**src/rtl/strobe_fifo.sv**
```systemverilog
module strobe_fifo #(
  parameter int DEPTH = 256,
  parameter int WIDTH = 9
) (
  input  logic             clk,
  input  logic             rst_n,
  input  logic             wr_n,
  input  logic             rd_n,
  input  logic             ret_n,
  input  logic             solo,
  input  logic [WIDTH-1:0] din,
  output logic [WIDTH-1:0] dout,
  output logic             full_n,
  output logic             empty_n,
  output logic             half_n,
  output logic             ovf_err,
  output logic             unf_err
);
  localparam int AW = $clog2(DEPTH);
  localparam int CW = AW + 1;
  localparam logic [CW-1:0] FULL_CNT = CW'(DEPTH);
  localparam logic [CW-1:0] HALF_CNT = CW'(DEPTH / 2);

  logic [2:0] wr_q, rd_q, rt_q;
  logic [AW-1:0] wptr, rptr;
  logic [CW-1:0] count;
  logic [WIDTH-1:0] mem [DEPTH];

  always_ff @(posedge clk or negedge rst_n) begin
    if (!rst_n) begin
      wr_q <= 3'b111;
      rd_q <= 3'b111;
      rt_q <= 3'b111;
    end else begin
      wr_q <= {wr_q[1:0], wr_n};
      rd_q <= {rd_q[1:0], rd_n};
      rt_q <= {rt_q[1:0], ret_n};
    end
  end

  wire wr_rise = wr_q[1] & ~wr_q[2];
  wire rd_fall = ~rd_q[1] & rd_q[2];
  wire rt_fall = ~rt_q[1] & rt_q[2];
  wire is_full  = (count == FULL_CNT);
  wire is_empty = (count == '0);
  wire wr_ok = wr_rise & ~is_full;
  wire rd_ok = rd_fall & ~is_empty & ~rt_fall;

  always_ff @(posedge clk) begin
    if (wr_ok) mem[wptr] <= din;
  end

  always_ff @(posedge clk or negedge rst_n) begin
    if (!rst_n) begin
      wptr    <= '0;
      rptr    <= '0;
      count   <= '0;
      dout    <= '0;
      ovf_err <= 1'b0;
      unf_err <= 1'b0;
    end else begin
      ovf_err <= wr_rise & is_full;
      unf_err <= rd_fall & is_empty & ~rt_fall;
      if (wr_ok) wptr <= wptr + 1'b1;
      if (rt_fall) begin
        rptr  <= '0;
        count <= {1'b0, wptr} + CW'(wr_ok);
      end else begin
        if (rd_ok) begin
          rptr <= rptr + 1'b1;
          dout <= mem[rptr];
        end
        count <= count + CW'(wr_ok) - CW'(rd_ok);
      end
    end
  end

  assign full_n  = ~is_full;
  assign empty_n = ~is_empty;
  assign half_n  = ~(solo & (count > HALF_CNT));

  AST_NO_OVERFLOW: assert property (@(posedge clk) disable iff (!rst_n)
    count <= FULL_CNT);
  AST_FULL_WPTR_HELD: assert property (@(posedge clk) disable iff (!rst_n)
    (!full_n && wr_rise) |=> $stable(wptr));
  AST_OVF_SINGLE: assert property (@(posedge clk) disable iff (!rst_n)
    ovf_err |=> !ovf_err);
  AST_EMPTY_DOUT_HELD: assert property (@(posedge clk) disable iff (!rst_n)
    (!empty_n && rd_fall) |=> $stable(dout));
  AST_UNF_SINGLE: assert property (@(posedge clk) disable iff (!rst_n)
    unf_err |=> !unf_err);
  AST_FLAGS_EXCL: assert property (@(posedge clk) disable iff (!rst_n)
    !(!full_n && !empty_n));
  AST_RET_REWIND: assert property (@(posedge clk) disable iff (!rst_n)
    rt_fall |=> (rptr == '0));
endmodule

```
**config.mk**
```make
export PLATFORM = sky130hd
export DESIGN_NAME = strobe_fifo
export DESIGN_NICKNAME = d
export VERILOG_FILES = /design/src/rtl/strobe_fifo.sv
export SDC_FILE = /design/constraint.sdc
export NUM_CORES = 2
export LEC_CHECK = 0
export ABC_CLOCK_PERIOD_IN_PS = 7000
export BUFFER_PORTS_ARGS = -buffer_cell sky130_fd_sc_hd__buf_2
export CORE_MARGIN = 10
export CORE_UTILIZATION = 45
export DETAILED_ROUTE_END_ITERATION = 10
export HOLD_SLACK_MARGIN = 0.02
export PLACE_DENSITY = 0.72
export SYNTH_ARGS = -nofsm -noshare
export SYNTH_HDL_FRONTEND = slang
export SYNTH_SLANG_ARGS = --single-unit
export TNS_END_PERCENT = 50
```
**constraint.sdc**
```tcl
create_clock -name clk -period 7 [get_ports clk]
set_input_delay 1.4 -clock clk [delete_from_list [all_inputs] [get_ports clk]]
set_output_delay 1.4 -clock clk [all_outputs]
set_load 0.01 [all_outputs]
```
==> flow_metrics.env <==
export IMPL_numCtsBuffers=221
export IMPL_status="finished, violations left"
export IMPL_cts_tree="done"
export IMPL_criticalPathCategory="flop to flop"
export IMPL_ios=29
export IMPL_final_cell_mix="2304 x edfxtp_1, 577 x mux4_2, 306 x nor2_1, 225 x clkbuf_16, 158 x mux2i_1"
export IMPL_ir_drop_uv=289
export IMPL_drc=0
export IMPL_grt_pass1_vias=45268
export IMPL_arrival_ns=5.24
export IMPL_grt_usage=0.205
export IMPL_initial_core_util=0.452
export IMPL_routed_via_count=45252
export IMPL_syn2layout_area_growth_pct=11.1
export IMPL_port_buffers=28
export IMPL_clk_pin_slew_worst_paths_ns=0.06
export IMPL_fin_skew_ns=0.0332
export IMPL_power_mw=32.3
export IMPL_hpwlAfterDp_um=136000
export IMPL_worst_slew_pin_slew_ns=1.58
export IMPL_vias_per_cell=6.28
export IMPL_slowest_delay_ns=1.14
export IMPL_avgSynthCellArea_um2=21.4
export IMPL_clkLatencyLatePin_ns=0.87
export IMPL_synth_area_um2=91300
export IMPL_cts_num_sinks=2349
export IMPL_final_common_cell="edfxtp_1"
export IMPL_grt_overflow=0
export IMPL_cap_violations=0
export IMPL_drtIter0Drc=7010
export IMPL_violations="slew limit"
export IMPL_synth_net_count=4296
export IMPL_hp_class="flop to flop"
export IMPL_post_cts_buffers=0
export IMPL_hold_violations=0
export IMPL_firstDrtPassIters=6
export IMPL_cts_resized=0
export IMPL_powerDensity_nw_per_um2=318
export IMPL_critPathMostFrequentCell="mux4_2"
export IMPL_critPathRequiredTime_ns=7.66
export IMPL_synth_edf_count=2304
export IMPL_max_slew_margin_rel=-0.0535
export IMPL_reg2reg_depth=7
export IMPL_final_antenna_net_count=0
export IMPL_fin_crit_sh=0.654
export IMPL_async_flop_share=0.0192
export IMPL_r2r_start="rptr[1]"
export IMPL_ff2ff_setup_slack_ns=2.42
export IMPL_dieArea_um2=221000
export IMPL_cts_buffer_depth=3
export IMPL_drt_total_wl_um=230000
export IMPL_r2r_end="dout[3]"
export IMPL_rsz0062_at_grt="no"
export IMPL_grt_max_degree=205
export IMPL_cp_cell_sequence="buf_12 -> mux4_2 -> mux4_2 -> nor2_1 -> a21oi_1 -> a221oi_1 -> o311ai_1"
export IMPL_final_max_slew_violation_count=56
export IMPL_yosys_warnings=0
export IMPL_gp_congestion=0.883
export IMPL_cp_top_family="compound AO/OA/AOI/OAI gates"
export IMPL_coreArea_um2=202000
export IMPL_final_area_um2=101000
export IMPL_critical_path_startpoint="rptr[1]"
export IMPL_grt_pass1_wl_um=334000
export IMPL_holdWs_ns=0.356
export IMPL_place_area_um2=94400
export IMPL_critPathSlowestCell="dfrtp_4"
export IMPL_p_leak_nw=30.9
export IMPL_finalSetupViolCount=0
export IMPL_cp_num_buf_inv=1
export IMPL_placementRows=165
export IMPL_crit_fanout=126
export IMPL_wire_per_inst_um=32.0
export IMPL_ys_seq_elements=2349
export IMPL_yosys_most_used_dff="edfxtp_1"
export IMPL_crit_cells=7
export IMPL_endpoint="dout[3]"
export IMPL_antenna_found_initial=13
export IMPL_cp_end_kind="flop"
export IMPL_dieHeight_um=470
export IMPL_max_freq_mhz=219
export IMPL_h_tree_depth=4
export IMPL_min_period_ns=4.58
export IMPL_critPathLaunchType="flop"
export IMPL_cts_hold_buf=0
export IMPL_yosysSeqAreaShare=0.770
export IMPL_final_nets=4379
export IMPL_setup_tns_ns=0
export IMPL_root_buffer="clkbuf_16"
export IMPL_fp_dieW_um=470
export IMPL_final_layout_size_suffix_gt1_frac=0.228
export IMPL_synth_distinct_cells=68
export IMPL_syn_instance_count=4259
-- worst register-to-register path, stage by stage, from the launching register on --
cell and delay, ns:
dfrtp_4 1.14, buf_12 0.67, mux4_2 0.54, mux4_2 0.52, nor2_1 0.15, a21oi_1 0.12
a221oi_1 0.99, o311ai_1 0.24
-- metrics by stage --
| step | instances | setup slack [ns] | util |
|---|---|---|---|
| floorplan | 4259 | 3.30 | - |
| global placement | 6791 | 2.67 | 0.467 |
| detailed placement | 6791 | 2.68 | 0.467 |
| CTS | 7196 | 2.62 | 0.502 |
| global route | 7197 | 2.29 | 0.502 |
| finish | 7205 | 2.42 | 0.502 |
-- state kept, by name, indices dropped and copies added (netlist names) --
register	cells
dout	9
rt_q	3
count	9
unf_err	1
mem	2304
wr_q	3
ovf_err	1
wptr	8
rd_q	3
rptr	8
-- per-layer routing --
metal,track usage,wire [µm]
met3,0.0528,25700
met4,0.0868,10400
met1,0.276,85600
met5,0,69
met2,0.318,109000
-- report_power, final --
group	leakage (nW)	switching, mW	internal [mW]
sequential	21.2	0.224	15.6
clock	3.42	5.14	6.58
combinational	6.22	2.67	2.10
-- kinds of logic after synthesis --
group | after synthesis | share of synthesized area
XOR/XNOR | 19 | 0.00182
adder cells (fa/ha/maj) | 22 | 0.00310
AO/OA/AOI/OAI | 318 | 0.0237
multiplexers | 744 | 0.161
buffers and inverters | 275 | 0.0156
flip-flops | 2349 | 0.770
AND/OR/NAND/NOR | 532 | 0.0248
-- synth_stat cells, drive strengths merged (6+ instances only) --
master,number,area (µm²)
nand2b,6,37.5
o221ai,21,184
a22oi,59,443
a22o,6,52.6
dfrtp,36,901
dfstp,9,236
mux2i,158,1580
nor2b,18,113
clkbuf,107,402
nand2,96,360
nand4,19,119
nor3,20,100
a31oi,12,75.1
inv,23,86.3
nand3,34,170
mux4,578,13000
a221oi,20,175
nor2,309,1160
ha,21,263
mux2,8,90.1
xor2,6,52.6
a32oi,7,61.3
or3,9,56.3
edfxtp,2304,69200
o21ai,63,315
a2111oi,7,68.8
buf,142,926
a21oi,59,295
xnor2,13,114
o22ai,21,131
a211oi,10,75.1
-- worst min-delay path by stage --
stage,start,end,slack (ns),depth (start not counted)
floorplan,rd_q[0],rd_q[1],0.35,0
global placement,wr_q[0],wr_q[1],0.35,0
detailed placement,wr_q[0],wr_q[1],0.35,0
CTS,wr_q[0],wr_q[1],0.36,0
global route,wr_q[0],wr_q[1],0.36,0
finish,wr_q[0],wr_q[1],0.36,0
-- layout make-up --
| type | instances | area, µm² |
|---|---|---|
| inverters | 26 | 105 |
| clock inverters | 122 | 1120 |
| clock buffers | 283 | 5920 |
| diodes | 9 | 22.5 |
| well taps | 2672 | 3340 |
| flip-flops and latches | 2349 | 70300 |
| fillers | 15340 | 101000 |
| repair buffers | 109 | 1000 |
| multi-input cells | 1635 | 19600 |
Power figures use the tool's default switching activity.
